--- src/rtl/bfs_pkg.sv ---
package bfs_pkg;
   localparam int unsigned NFLT = 4;

   typedef enum logic [1:0] {
      F_SHORT  = 2'd0,
      F_CHG_OC = 2'd1,
      F_DSG_OC = 2'd2,
      F_OPEN   = 2'd3
   } fault_e;

   typedef enum logic {
      PWR_NORMAL = 1'b0,
      PWR_SHIP   = 1'b1
   } pwr_e;

   localparam logic [2:0] A_CTRL    = 3'd0;
   localparam logic [2:0] A_THR_SC  = 3'd1;
   localparam logic [2:0] A_THR_OW  = 3'd4;
   localparam logic [2:0] A_STAT    = 3'd5;
   localparam logic [2:0] A_FIRST   = 3'd6;
   localparam logic [2:0] A_KICK    = 3'd7;

   // faults that cut each FET
   localparam logic [NFLT-1:0] CHG_CUT = 4'b1010;
   localparam logic [NFLT-1:0] DSG_CUT = 4'b1101;
endpackage

--- src/rtl/fault_qual.sv ---
module fault_qual #(
   parameter int unsigned CNT_W = 8
) (
   input  logic             clk,
   input  logic             rst_n,
   input  logic             raw_i,
   input  logic             en_i,
   input  logic [CNT_W-1:0] thr_i,
   output logic             qual_o,
   output logic             quiet_o
);
   logic [CNT_W-1:0] act_q;
   logic [CNT_W-1:0] idle_q;

   always_ff @(posedge clk or negedge rst_n) begin
      if (!rst_n) begin
         act_q  <= '0;
         idle_q <= '0;
      end else begin
         if (!raw_i || !en_i)   act_q <= '0;
         else if (act_q < thr_i) act_q <= act_q + 1'b1;

         if (raw_i)               idle_q <= '0;
         else if (idle_q < thr_i) idle_q <= idle_q + 1'b1;
      end
   end

   assign qual_o  = raw_i && en_i && (act_q >= thr_i);
   assign quiet_o = !raw_i && (idle_q >= thr_i);
endmodule

--- src/rtl/fault_prio.sv ---
module fault_prio #(
   parameter int unsigned N = 4,
   localparam int unsigned CODE_W = $clog2(N + 1)
) (
   input  logic [N-1:0]      vec_i,
   output logic [CODE_W-1:0] code_o
);
   always_comb begin
      code_o = '0;
      for (int i = N - 1; i >= 0; i--) begin
         if (vec_i[i]) code_o = CODE_W'(i + 1);
      end
   end
endmodule

--- src/rtl/runaway_wdog.sv ---
module runaway_wdog #(
   parameter int unsigned WD_CYCLES = 50000,
   parameter int unsigned KEY_W     = 16,
   parameter logic [KEY_W-1:0] KEY  = 16'h5A3C,
   localparam int unsigned WD_W = (WD_CYCLES > 2) ? $clog2(WD_CYCLES) : 1
) (
   input  logic             clk,
   input  logic             rst_n,
   input  logic             kick_wr_i,
   input  logic [KEY_W-1:0] kick_val_i,
   output logic             ship_o
);
   logic [WD_W-1:0] cnt_q;
   bfs_pkg::pwr_e   state_q;

   always_ff @(posedge clk or negedge rst_n) begin
      if (!rst_n) begin
         cnt_q   <= WD_W'(WD_CYCLES - 1);
         state_q <= bfs_pkg::PWR_NORMAL;
      end else if (state_q == bfs_pkg::PWR_NORMAL) begin
         if (kick_wr_i && kick_val_i == KEY) cnt_q <= WD_W'(WD_CYCLES - 1);
         else if (kick_wr_i)                 state_q <= bfs_pkg::PWR_SHIP;
         else if (cnt_q == '0)               state_q <= bfs_pkg::PWR_SHIP;
         else                                cnt_q <= cnt_q - 1'b1;
      end
   end

   assign ship_o = (state_q == bfs_pkg::PWR_SHIP);
endmodule

--- src/rtl/batt_fault_sup.sv ---
module batt_fault_sup
   import bfs_pkg::*;
#(
   parameter int unsigned CNT_W       = 8,
   parameter int unsigned DATA_W      = 16,
   parameter int unsigned WD_CYCLES   = 50000,
   parameter logic [DATA_W-1:0] KICK_KEY = 16'h5A3C,
   parameter int unsigned THR_SC_INIT = 3,
   parameter int unsigned THR_OC_INIT = 40,
   parameter int unsigned THR_OW_INIT = 200
) (
   input  logic              clk,
   input  logic              rst_n,
   input  logic [3:0]        flt_raw_i,
   input  logic              wr_en_i,
   input  logic [2:0]        wr_addr_i,
   input  logic [DATA_W-1:0] wr_data_i,
   input  logic [2:0]        rd_addr_i,
   output logic [DATA_W-1:0] rd_data_o,
   output logic              chg_fet_en_o,
   output logic              dsg_fet_en_o,
   output logic              irq_o,
   output logic              pwr_ship_o
);
   localparam int unsigned CODE_W = $clog2(NFLT + 1);

   if (CNT_W < 1 || CNT_W > DATA_W) begin : g_bad_cnt
      $error("CNT_W must be between 1 and DATA_W");
   end
   if (DATA_W < 2 * NFLT) begin : g_bad_data
      $error("DATA_W too small for control register");
   end
   if (WD_CYCLES < 2) begin : g_bad_wd
      $error("WD_CYCLES must be at least 2");
   end
   if (THR_SC_INIT >= (1 << CNT_W) || THR_OC_INIT >= (1 << CNT_W) ||
       THR_OW_INIT >= (1 << CNT_W)) begin : g_bad_thr
      $error("threshold reset value does not fit CNT_W");
   end

   function automatic logic [CNT_W-1:0] thr_init(input int unsigned idx);
      case (idx)
         0:       return CNT_W'(THR_SC_INIT);
         3:       return CNT_W'(THR_OW_INIT);
         default: return CNT_W'(THR_OC_INIT);
      endcase
   endfunction

   logic [NFLT-1:0]   mask_q, en_q, status_q, hold_q;
   logic [CNT_W-1:0]  thr_q [NFLT];
   logic [CODE_W-1:0] first_q, prio_code;
   logic [NFLT-1:0]   qual, quiet, clr_bits, cut;
   logic              wr_stat, wr_first, wr_ctrl, wr_kick;

   assign wr_ctrl  = wr_en_i && (wr_addr_i == A_CTRL);
   assign wr_stat  = wr_en_i && (wr_addr_i == A_STAT);
   assign wr_first = wr_en_i && (wr_addr_i == A_FIRST);
   assign wr_kick  = wr_en_i && (wr_addr_i == A_KICK);
   assign clr_bits = wr_stat ? wr_data_i[NFLT-1:0] : '0;

   // one qualifier per fault input
   for (genvar g = 0; g < NFLT; g++) begin : g_qual
      fault_qual #(.CNT_W(CNT_W)) qual_i (
         .clk    (clk),
         .rst_n  (rst_n),
         .raw_i  (flt_raw_i[g]),
         .en_i   (en_q[g]),
         .thr_i  (thr_q[g]),
         .qual_o (qual[g]),
         .quiet_o(quiet[g])
      );

      always_ff @(posedge clk or negedge rst_n) begin
         if (!rst_n) thr_q[g] <= thr_init(g);
         else if (wr_en_i && wr_addr_i == A_THR_SC + 3'(g))
            thr_q[g] <= wr_data_i[CNT_W-1:0];
      end
   end

   fault_prio #(.N(NFLT)) prio_i (
      .vec_i (qual),
      .code_o(prio_code)
   );

   runaway_wdog #(
      .WD_CYCLES(WD_CYCLES),
      .KEY_W    (DATA_W),
      .KEY      (KICK_KEY)
   ) wdog_i (
      .clk       (clk),
      .rst_n     (rst_n),
      .kick_wr_i (wr_kick),
      .kick_val_i(wr_data_i),
      .ship_o    (pwr_ship_o)
   );

   always_ff @(posedge clk or negedge rst_n) begin
      if (!rst_n) begin
         mask_q   <= '0;
         en_q     <= '1;
         status_q <= '0;
         hold_q   <= '0;
         first_q  <= '0;
      end else begin
         if (wr_ctrl) begin
            mask_q <= wr_data_i[NFLT-1:0];
            en_q   <= wr_data_i[2*NFLT-1:NFLT];
         end
         status_q <= (status_q & ~clr_bits) | qual;
         hold_q   <= qual | (hold_q & ~(~status_q & quiet));
         if ((wr_first || first_q == '0) && prio_code != '0) first_q <= prio_code;
         else if (wr_first)                                 first_q <= '0;
      end
   end

   assign cut          = hold_q & ~mask_q;
   assign chg_fet_en_o = ~|(cut & CHG_CUT);
   assign dsg_fet_en_o = ~|(cut & DSG_CUT);
   assign irq_o        = |(status_q & ~mask_q);

   always_comb begin
      rd_data_o = '0;
      case (rd_addr_i)
         A_CTRL:  rd_data_o[2*NFLT-1:0] = {en_q, mask_q};
         A_STAT:  rd_data_o[NFLT-1:0]   = status_q;
         A_FIRST: rd_data_o[CODE_W-1:0] = first_q;
         default: begin
            for (int i = 0; i < NFLT; i++) begin
               if (rd_addr_i == A_THR_SC + 3'(i)) rd_data_o[CNT_W-1:0] = thr_q[i];
            end
         end
      endcase
   end
endmodule

--- config.mk ---
export PLATFORM = sky130hd
export DESIGN_NAME = batt_fault_sup
export DESIGN_NICKNAME = d
export VERILOG_FILES = /design/src/rtl/bfs_pkg.sv /design/src/rtl/fault_qual.sv /design/src/rtl/fault_prio.sv /design/src/rtl/runaway_wdog.sv /design/src/rtl/batt_fault_sup.sv
export SDC_FILE = /design/constraint.sdc
export NUM_CORES = 1
export LEC_CHECK = 0
export BUFFER_PORTS_ARGS = -buffer_cell sky130_fd_sc_hd__buf_2
export CORE_ASPECT_RATIO = 2
export CORE_MARGIN = 5
export CORE_UTILIZATION = 65
export DETAILED_ROUTE_END_ITERATION = 8
export PLACE_DENSITY = 0.84
export SLEW_MARGIN = 25
export SYNTH_ARGS = -nofsm -noshare
export SYNTH_HDL_FRONTEND = slang
export SYNTH_SLANG_ARGS = --single-unit
--- constraint.sdc ---
create_clock -name clk -period 6.3 [get_ports clk]
set_input_delay 1.26 -clock clk [delete_from_list [all_inputs] [get_ports clk]]
set_output_delay 1.26 -clock clk [all_outputs]
set_load 0.02 [all_outputs]
Word level (Yosys, flattened, before mapping)
Index checks and enable logic that the tools add are counted.

Flip-flop bits (word level): 132. Input bits: 29. Output and inout bits: 20. Logic and storage cells: 165.

$add $sub $neg: 9. Order comparisons: 16. Eq/ne operators: 16. Muxes and demuxes: 37. Bitwise operators: 12. Reductions and logical operators: 56.

Operators by type and width (count): 8-bit two-way mux (20); 8-bit by 1-bit adder with 8-bit output, second input constant (8); 8-bit >= comparator (8); 8-bit less-than comparator (8); 16-bit two-way mux (3); 1-bit logical AND (22); 3-bit == test, second input constant (7); 4-bit AND (5); 3-bit two-way mux (6); 2-bit nonzero test (9); 16-bit by 15-bit == test with 1-bit output, second input constant (1); 16-bit zero test (1); 4-bit inverter (4); 16-bit by 1-bit subtractor with 16-bit output, second input constant (1); 3-bit by 2-bit == test with 1-bit output, second input constant (4); 1-bit zero test (10); 3-bit zero test (3); 3-bit case mux with 3 select lines (1); 4-bit OR (2); 4-bit case mux with 2 select lines (1); 3-bit by 1-bit == test with 1-bit output, second input constant (2); 1-bit logical OR (5); 1-bit two-way mux (4); 4-bit two-way mux (1); 9 further kinds (10).

Depth between registers and ports, before layout
Gate-level depths: netlist of run 1.

Depth in word-level cells: 9. Depth in mapped cells: 9. Gate-level depth less buffers: 8.

Hierarchy
A second synthesis of run 1 with hierarchy kept.

Cells, all modules: 896. Area total of the unflattened synthesis: 8785.9 µm².

By module, submodules not included: fault_qual (instances 4, cells each 143, area each 1265.0 µm², seq. area each 400.4 µm²); batt_fault_sup (instances 1, cells each 206, area each 2581.2 µm², seq. area each 1292.5 µm²); runaway_wdog (instances 1, cells each 113, area each 1109.8 µm², seq. area each 436.7 µm²); fault_prio (instances 1, cells each 5, area each 35.0 µm², seq. area each 0.0 µm²).

Worst setup path before layout of run 1
OpenSTA, ideal clock, no wires.

Path kind: input port to output port. Start: in rd_addr_i[0]. End: out rd_data_o[3]. Arrival time: 2.681 ns. Required time: 5.040 ns. Setup slack: 2.359 ns. Stages on the path: 3. Buffers on the path: 1. Cells stage by stage: clkbuf_1 mux4_2 a221oi_1.

Cells in the longest elaborated chain, start to end: 6. Elaborated cells between the ends (all ways): 12. Those cells by class: eq/ne: 6; mux: 5; reduce/logical: 1.

RTL lines: start: declaration (RTL line batt_fault_sup.sv:18) `input logic [2:0] rd_addr_i,`; 3-bit by 1-bit == test with 1-bit output (RTL line batt_fault_sup.sv:129) `if (rd_addr_i == A_THR_SC + 3'(i)) rd_data_o[CNT_W-1:0] = thr_q[i];`; 8-bit two-way mux (4 in a row) (RTL line batt_fault_sup.sv:129); 1-bit case mux with 3 select lines * (RTL line batt_fault_sup.sv:123) `case (rd_addr_i)`; end: declaration (RTL line batt_fault_sup.sv:19) `output logic [DATA_W-1:0] rd_data_o,`.

Every way passes the cells marked *; elsewhere a longest branch is shown, timed or not.

Final worst setup path of run 1
Ends and elaborated chain as after synthesis.

==> impl_metrics.json, run 1 <==
{
  "swShare_pct": 33.9,
  "clkLatencyLatePin_ns": 0.42,
  "reg2reg_from": "wdog_i.cnt_q[0]",
  "async_flop_share_pct": 100,
  "area.growth.synth_to_final_pct": 10.6,
  "path_clk_slew_ns": 0.05,
  "wl_per_cell_um": 18.9,
  "synth_enable_flop_cells": 0,
  "synthFlopType": "dfrtp_1",
  "dp_slack_ns": 2.38,
  "rsz0062_at_grt": "false",
  "start_util_pct": 65.9,
  "p_leak_nw": 4.20,
  "holdBufCountCts": 0,
  "tightest_slew_ns": 0.885,
  "antenna_found_initial": 0,
  "syn_area_per_cell_um2": 9.43,
  "finalSetupViolCount": 0,
  "worstSetupPathType": "input port to output pin",
  "post_cts_buffers": 0,
  "root_buffer": "clkbuf_16",
  "die_h_um": 170,
  "fp-row-count": 58,
  "min-delay-start": "wdog_i.cnt_q[1]",
  "ir_drop_mv": 0.271,
  "seq_power_share_pct": 42.7,
  "ys_ff_latch": 132,
  "synth_seq_area_share_pct": 40.3,
  "synth_top_area_share_pct": 33.3,
  "multi_input_area_mm2": 0.00459,
  "synth_top_area_cell": "dfrtp_1",
  "final_common_cell": "dfrtp_1",
  "grt_pass1_vias": 7074,
  "cts_resized": 0,
  "final_hold_viol_count": 0,
  "switchingPower_mw": 0.956,
  "drtIter0Drc": 397,
  "holdPathEnd": "wdog_i.cnt_q[1]",
  "setup_tns_ns": 0,
  "netlist_instances": 877,
  "ant_nets": 0,
  "grt-ovfl-total": 0,
  "relSlewSlack_pct": 40.6,
  "core_mm2": 0.0126,
  "gp_congestion": 0.895,
  "rrSetupSlack_ns": 3.66,
  "vias_per_cell": 6.40,
  "worst_slack_ns": 2.32,
  "syn-cell-area_mm2": 0.00827,
  "clockPowerShare_pct": 33.3,
  "intPower_mw": 1.87,
  "yosysWarnings": 0,
  "drive_gt1_share_pct": 16.0,
  "max_freq_ghz": 0.252,
  "grt_max_degree": 90,
  "period_needed_ns": 3.98,
  "htree_num_levels": 4,
  "grt_pass1_wl_mm": 34.2,
  "rr_worst_depth": 8,
  "hold_path.class": "flop to flop",
  "instances_no_fill": 1082,
  "dp.cells": 1050,
  "r2r_end": "wdog_i.cnt_q[5]",
  "cp-start-kind": "input port",
  "diodes": 0,
  "ys_top_cells_by_area": "dfrtp_1 33%, ha_1 11%, dfstp_2 7.0%",
  "fin_worst_skew_ns": 0.00879,
  "wirelength_mm": 20.4,
  "combinationalPowerShare_pct": 23.9,
  "io_buffers": 40,
  "layout_common_cells": "110 x dfrtp_1, 77 x nand2_1, 75 x o21ai_0",
  "final_max_slew_viol_count": 0,
  "cap_viol_max_count": 0,
  "route.detailed.drc": 0,
  "worstPathArrival_ns": 2.72,
  "dp.final_hpwl_mm": 14.7,
  "holdPathStages": 2,
  "period_share_pct": 63.1,
  "register_area_mm2": 0.00333,
  "cts_sinks": 132,
  "num_vias": 6928,
  "final_nets": 1021,
  "outcome": "finished clean",
  "die-area_mm2": 0.0152,
  "worstPathRequired_ns": 5.04,
  "nFillCells": 911,
  "p_per_area_mw_per_mm2": 309,
  "yosysUniqueCellTypes": 69,
  "grt_use_total_pct": 27.7,
  "cts_tree": "done",
  "ioPinCount": 49,
  "cts_buffers": 17,
  "cts.path.max_buffers": 2,
  "dieWidth_um": 89.8,
  "crit_fanout": 20,
  "drtPass1Iterations": 5,
  "endpoint_kind": "output pin"
}
==> how the worst max path moves through the flow <==
stage,slack [ns],from,end,cells after the start
detailed placement,2.38,rd_addr_i[0],rd_data_o[3],4
global route,2.31,rd_addr_i[0],rd_data_o[3],4
finish,2.32,rd_addr_i[0],rd_data_o[3],4
CTS,2.36,rd_addr_i[0],rd_data_o[3],4
global placement,2.36,rd_addr_i[0],rd_data_o[3],4
floorplan,2.36,rd_addr_i[0],rd_data_o[3],3
==> synth_stat cells, types with 5 or more instances <==
cell,count
and4_1,6
mux2i_1,6
ha_1,73
dfstp_2,22
mux4_2,5
nor2_1,60
or3_1,23
xor2_1,17
and3_1,7
mux2_2,29
o31ai_1,5
nor2b_1,23
or4_1,7
nor3_1,11
nand2b_1,8
clkbuf_1,18
nand4_1,35
a21oi_1,50
nor4_1,5
o21ai_0,75
a22oi_1,5
nand3_1,26
dfrtp_1,110
nand2_1,77
o21a_1,7
inv_1,59
buf_4,8
a21o_1,10
xnor2_1,9
a31oi_1,14
==> sequential cells by signal, summed over array words and instances, names as in the netlist, 4 cells and up <==
name / flops
g_qual.qual_i.idle_q: 32
thr_q: 32
g_qual.qual_i.act_q: 32
status_q: 4
wdog_i.cnt_q: 16
mask_q: 4
hold_q: 4
en_q: 4
==> power by group through the flow <==
stage	clock network (mW)	registers (mW)	logic [mW]
3_5_place_dp	0	1.21	0.660
3_3_place_gp	0	1.20	0.634
4_1_cts	0.947	1.20	0.674
2_1_floorplan	0	1.14	0.494
5_1_grt	0.990	1.22	0.761
6_report	0.940	1.21	0.676
==> routing by layer <==
layer	vias to the layer above	track usage (%)	share of wire, %
met5	-	0	0
met1	3356	30.5	37
met2	240	48.7	53
li1	3259	-	-
met4	0	15.7	4.8
met3	73	6.03	4.8
==> layout make-up <==
class	count	share of cell area, %
multi-input cells	663	50.2
inverters	59	2.42
repair buffers	46	2.75
flip-flops and latches	132	36.4
clock inverters	13	1.19
well taps	150	2.05
clock buffers	19	4.95
==> per-stage QoR <==
stage / util, % / instance area (µm²) / total power, mW / hold WS (ns)
2_1_floorplan: - / 8300 / 1.64 / 0.479
3_3_place_gp: 68.4 / 8590 / 1.84 / 0.511
3_5_place_dp: 68.4 / 8590 / 1.87 / 0.513
4_1_cts: 72.9 / 9150 / 2.82 / 0.520
5_1_grt: 72.9 / 9150 / 2.97 / 0.557
6_report: 72.9 / 9150 / 2.82 / 0.523
==> logic make-up after synthesis <==
family | count (synthesis) | synth area share (%)
AOI/OAI and AO/OA | 197 | 14.3
xor gates and xnor gates | 26 | 2.75
and+or+nand+nor | 319 | 21.0
muxes | 40 | 6.04
adders and majority gates | 73 | 11.0
buffers and inverters | 89 | 4.51
DFF | 132 | 40.3
other | 1 | 0.0453
==> worst max-delay path, cell delays in order <==
cell      delay [ns]
buf_2           0.33
mux4_2          0.56
a221oi_1        0.31
buf_2           0.24
Note: power is estimated with default switching activity, not from simulation.
==> inputs of run 2 (changes only) <==
--- a/config.mk
+++ b/config.mk
@@ -8,9 +8,9 @@
 export BUFFER_PORTS_ARGS = -buffer_cell sky130_fd_sc_hd__buf_2
 export CORE_ASPECT_RATIO = 2
 export CORE_MARGIN = 5
-export CORE_UTILIZATION = 65
+export CORE_UTILIZATION = 62
 export DETAILED_ROUTE_END_ITERATION = 8
-export PLACE_DENSITY = 0.84
+export PLACE_DENSITY = 0.81
 export SLEW_MARGIN = 25
 export SYNTH_ARGS = -nofsm -noshare
 export SYNTH_HDL_FRONTEND = slang
==> constraint.sdc (replaced) <==
create_clock -name clk -period 3.75 [get_ports clk]
set_input_delay 0.75 -clock clk [delete_from_list [all_inputs] [get_ports clk]]
set_output_delay 0.75 -clock clk [all_outputs]
set_load 0.02 [all_outputs]
==> impl_metrics.json, run 2 (synthesis results as in run 1) <==
{
  "root_buffer": "clkbuf_16",
  "grt_max_degree": 72,
  "fin_worst_skew_ns": 0.00848,
  "drtIter0Drc": 491,
  "worst_slack_ns": 0.763,
  "cp-start-kind": "input port",
  "multi_input_area_mm2": 0.00460,
  "hold_path.class": "input port to asynchronous set/reset pin",
  "max_freq_ghz": 0.335,
  "grt_use_met3_pct": 5.60,
  "worstSetupPathType": "input port to output pin",
  "reg_top3": "g_qual.qual_i.act_q: 32 flops, g_qual.qual_i.idle_q: 32 flops, thr_q: 32 flops",
  "finalSetupViolCount": 0,
  "die-area_mm2": 0.0159,
  "cts_resized": 0,
  "drive_gt1_share_pct": 16.1,
  "p_leak_nw": 4.22,
  "crit_fanout": 20,
  "cap_viol_max_count": 0,
  "period_needed_ns": 2.99,
  "cts_tree": "done",
  "register_area_mm2": 0.00333,
  "cts_buffers": 17,
  "reg2reg_from": "g_qual[1].qual_i.act_q[0]",
  "holdBufCountCts": 0,
  "tightest_slew_ns": 0.906,
  "dp.final_hpwl_mm": 14.8,
  "worstPathArrival_ns": 2.24,
  "ir_drop_mv": 0.361,
  "ant_nets": 0,
  "period_share_pct": 79.7,
  "ioPinCount": 49,
  "post_cts_buffers": 0,
  "intPower_mw": 3.28,
  "final_max_slew_viol_count": 0,
  "path_clk_slew_ns": 0.06,
  "outcome": "finished clean",
  "wl_per_cell_um": 18.7,
  "dieWidth_um": 91.7,
  "cts.path.max_buffers": 2,
  "dp_slack_ns": 0.794,
  "r2r_end": "first_q[1]",
  "grt_use_total_pct": 26.4,
  "cts_sinks": 132,
  "num_vias": 6957,
  "clockPowerShare_pct": 35.4,
  "final_common_cell": "dfrtp_1",
  "p_total_mw": 4.87,
  "grt-ovfl-total": 0,
  "seq_power_share_pct": 41.2,
  "drtPass1Iterations": 5,
  "clkLatencyLatePin_ns": 0.42,
  "swShare_pct": 32.7,
  "layout_common_cells": "110 x dfrtp_1, 77 x nand2_1, 75 x o21ai_0",
  "diodes": 0,
  "final_nets": 1023,
  "rsz0062_at_grt": "false",
  "grt_pass1_wl_mm": 33.4,
  "setup_tns_ns": 0,
  "die_h_um": 173,
  "gr-usage-met2_pct": 46.6,
  "route.detailed.drc": 0,
  "rr_worst_depth": 8,
  "placed_area_mm2": 0.00860,
  "relSlewSlack_pct": 39.6,
  "core_mm2": 0.0131,
  "rrSetupSlack_ns": 1.09,
  "vias_per_cell": 6.41,
  "fp-row-count": 59,
  "grt_pass1_vias": 6971,
  "combinationalPowerShare_pct": 23.4,
  "start_util_pct": 63.3,
  "gp_congestion": 0.906,
  "worstPathRequired_ns": 3.00,
  "antenna_found_initial": 0,
  "switchingPower_mw": 1.59,
  "final_util_pct": 70.6,
  "endpoint_kind": "output pin",
  "nFillCells": 1006,
  "area.growth.synth_to_final_pct": 11.5,
  "io_buffers": 40,
  "grt-busiest-layer": "met2",
  "p_per_area_mw_per_mm2": 528,
  "wirelength_mm": 20.3,
  "fin_area_mm2": 0.00922,
  "final_hold_viol_count": 0,
  "htree_num_levels": 4,
  "grtUsageMet1_pct": 28.4
}
[run 2: cell count changes in the layout (fill, tap and decap cells not counted), sizes merged]
| cell | delta |
|---|---|
| buf | +2 |
| clkinv | -5 |
| bufinv | +2 |
| clkinvlp | +1 |
| clkbuf | +2 |
[run 2: metrics by stage]
stage	hold WS [ns]	std cells
2_1_floorplan	0.454	884
3_3_place_gp	0.510	1054
3_5_place_dp	0.519	1054
4_1_cts	0.380	1086
5_1_grt	0.398	1086
6_report	0.340	1086
[run 2: metal layers]
layer / wire length (µm) / up-vias
met4: 1160 / 0
met1: 7500 / 3411
met3: 886 / 76
li1: - / 3252
met2: 10800 / 218
met5: 0 / -
[run 2: how the worst max path moves through the flow]
stage	cells past startpoint	to	from
after global routing	4	rd_data_o[3]	rd_addr_i[0]
final	4	rd_data_o[3]	rd_addr_i[0]
after detailed placement	4	rd_data_o[3]	rd_addr_i[0]
after floorplan	3	rd_data_o[3]	rd_addr_i[0]
after CTS	4	rd_data_o[3]	rd_addr_i[0]
after global placement	4	rd_data_o[3]	rd_addr_i[0]
[run 2: power groups by stage]
stage	combinational (mW)	clock, mW	sequential (mW)
after global placement	1.07	0	2.01
after CTS	1.14	1.74	2.00
after floorplan	0.829	0	1.92
after global routing	1.27	1.81	2.04
final	1.14	1.72	2.01
after detailed placement	1.11	0	2.01
[run 2: area by class of cell]
class	instances	area share (%)
Inverter	59	2.40
Clock buffer	21	4.99
Sequential cell	132	36.1
Clock inverter	11	1.64
Timing Repair Buffer	48	2.89
Multi-Input combinational cell	663	49.9
Tap cell	152	2.06
[run 2: critical path, stage by stage]
cell      delay [ns]
buf_2           0.35
mux4_2          0.56
a221oi_1        0.33
buf_2           0.24
==> inputs of run 3 (changes only) <==
--- a/config.mk
+++ b/config.mk
@@ -8,9 +8,9 @@
 export BUFFER_PORTS_ARGS = -buffer_cell sky130_fd_sc_hd__buf_2
 export CORE_ASPECT_RATIO = 2
 export CORE_MARGIN = 5
-export CORE_UTILIZATION = 62
+export CORE_UTILIZATION = 56
 export DETAILED_ROUTE_END_ITERATION = 8
-export PLACE_DENSITY = 0.81
+export PLACE_DENSITY = 0.77
 export SLEW_MARGIN = 25
 export SYNTH_ARGS = -nofsm -noshare
 export SYNTH_HDL_FRONTEND = slang
==> constraint.sdc (replaced) <==
create_clock -name clk -period 2.5 [get_ports clk]
set_input_delay 0.5 -clock clk [delete_from_list [all_inputs] [get_ports clk]]
set_output_delay 0.5 -clock clk [all_outputs]
set_load 0.02 [all_outputs]
==> impl_metrics.json, run 3 (synthesis results as in run 1) <==
{
  "grt_use_total_pct": 24.7,
  "p_per_area_mw_per_mm2": 789,
  "path_clk_slew_ns": 0.06,
  "htree_num_levels": 4,
  "wl_per_cell_um": 17.8,
  "drtIter0Drc": 531,
  "crit_path_start": "thr_q[19]",
  "setup_tns_ns": 0,
  "die_h_um": 182,
  "root_buffer": "clkbuf_16",
  "core_mm2": 0.0147,
  "num_vias": 6991,
  "top_layer_used": "met4",
  "cts_tree": "done",
  "dieWidth_um": 95.9,
  "start_util_pct": 56.4,
  "finalSetupViolCount": 0,
  "worstPathRequired_ns": 2.00,
  "io_buffers": 40,
  "dp.cells": 1123,
  "cts_sinks": 132,
  "route.detailed.drc": 0,
  "cp-start-kind": "flop",
  "worstPathArrival_ns": 1.93,
  "reg_top3": "g_qual.qual_i.act_q: 32 flops, g_qual.qual_i.idle_q: 32 flops, thr_q: 32 flops",
  "seq_power_share_pct": 39.9,
  "relSlewSlack_pct": 60.5,
  "grt-ovfl-total": 0,
  "layout_common_cells": "110 x dfrtp_1, 77 x nand2_1, 73 x o21ai_0, 73 x ha_1, 60 x nor2_1",
  "cap_viol_max_count": 0,
  "vias_per_cell": 6.05,
  "diodes": 0,
  "hold_path.class": "input port to asynchronous set/reset pin",
  "grt_pass1_vias": 6827,
  "period_needed_ns": 2.43,
  "combinationalPowerShare_pct": 23.7,
  "swShare_pct": 31.5,
  "ioPinCount": 49,
  "ant_nets": 0,
  "ir_drop_mv": 0.608,
  "wl_met1_mm": 8.51,
  "holdBufCountCts": 0,
  "max_freq_ghz": 0.412,
  "p_leak_nw": 4.38,
  "period_share_pct": 97.2,
  "antenna_found_initial": 0,
  "outcome": "finished clean",
  "final_max_slew_viol_count": 0,
  "switchingPower_mw": 2.37,
  "fp-row-count": 63,
  "worst_slack_ns": 0.0705,
  "reg2reg_from": "thr_q[29]",
  "rsz0062_at_grt": "false",
  "wirelength_mm": 20.6,
  "wl_met2_mm": 10.3,
  "dp.final_hpwl_mm": 15.0,
  "intPower_mw": 5.16,
  "endpoint_kind": "output pin",
  "crit_fanout": 4,
  "die-area_mm2": 0.0174,
  "clkLatencyLatePin_ns": 0.42,
  "final_hold_viol_count": 0,
  "worstSetupPathType": "flop to output pin",
  "rr_worst_depth": 8,
  "dp_slack_ns": 0.0227,
  "grt_max_degree": 57,
  "area.growth.synth_to_final_pct": 15.4,
  "cts_buffers": 17,
  "cts.path.max_buffers": 2,
  "drive_gt1_share_pct": 18.9,
  "final_common_cell": "dfrtp_1",
  "drtPass1Iterations": 5,
  "grt_pass1_wl_mm": 33.8,
  "tightest_slew_ns": 0.588,
  "final_nets": 1049,
  "gp_congestion": 0.938,
  "p_total_mw": 7.53,
  "wl_met3_mm": 1.17,
  "fin_worst_skew_ns": 0.00913,
  "clockPowerShare_pct": 36.4,
  "instances_no_fill": 1155
}
-- run 3: power groups by stage --
stage                     Sequential (mW)  Combinational [mW]  Clock, mW
after detailed placement             3.03                1.73          0
after CTS                            2.99                1.77       2.77
after global routing                 3.05                2.01       2.85
after floorplan                      2.88                1.24          0
after global placement               3.01                1.63          0
final                                3.01                1.78       2.74
-- run 3: worst paths after layout --
path                                               to  slack [ns]
hold / removal              g_qual[2].qual_i.act_q[4]        0.05
max in group asynchronous             wdog_i.cnt_q[2]        1.72
hold reg to reg                       wdog_i.cnt_q[1]        0.52
min in group clk                             thr_q[7]        0.39
setup reg to reg           g_qual[0].qual_i.idle_q[6]        0.10
setup / recovery                         rd_data_o[3]        0.07
-- run 3: critical path: stages (launching register included) --
cell,delay [ns]
dfstp_2,0.51
inv_1,0.09
mux4_2,0.50
a221oi_2,0.20
buf_2,0.21
-- run 3: layout make-up --
| class | instances | area [µm²] |
|---|---|---|
| clock buffer | 22 | 464 |
| clock inverter | 10 | 178 |
| fill | 1201 | 5110 |
| inverter | 59 | 221 |
| multi-input combinational | 663 | 4630 |
| sequential | 132 | 3330 |
| tap | 195 | 244 |
| timing repair buffer | 74 | 483 |
-- run 3: metrics by stage --
stage,area [µm²],hold WS [ns],utilization (%)
5_1_grt,9550,0.0850,65.1
3_3_place_gp,8870,0.495,60.5
6_report,9550,0.0479,65.1
3_5_place_dp,8870,0.496,60.5
2_1_floorplan,8300,0.204,-
4_1_cts,9520,0.0533,64.9
-- run 3: per-layer routing --
| metal | up-vias | GRT usage (%) |
|---|---|---|
| li1 | 3327 | - |
| met1 | 3384 | 32.7 |
| met2 | 236 | 40.0 |
| met3 | 44 | 4.15 |
| met4 | 0 | 9.24 |
| met5 | - | 0 |
-- run 3: repair_timing --
item	CTS	global route
pin swaps	0	0
gates resized for setup	1	8
buffers inserted	0	0
endpoints found under the setup margin	1	10
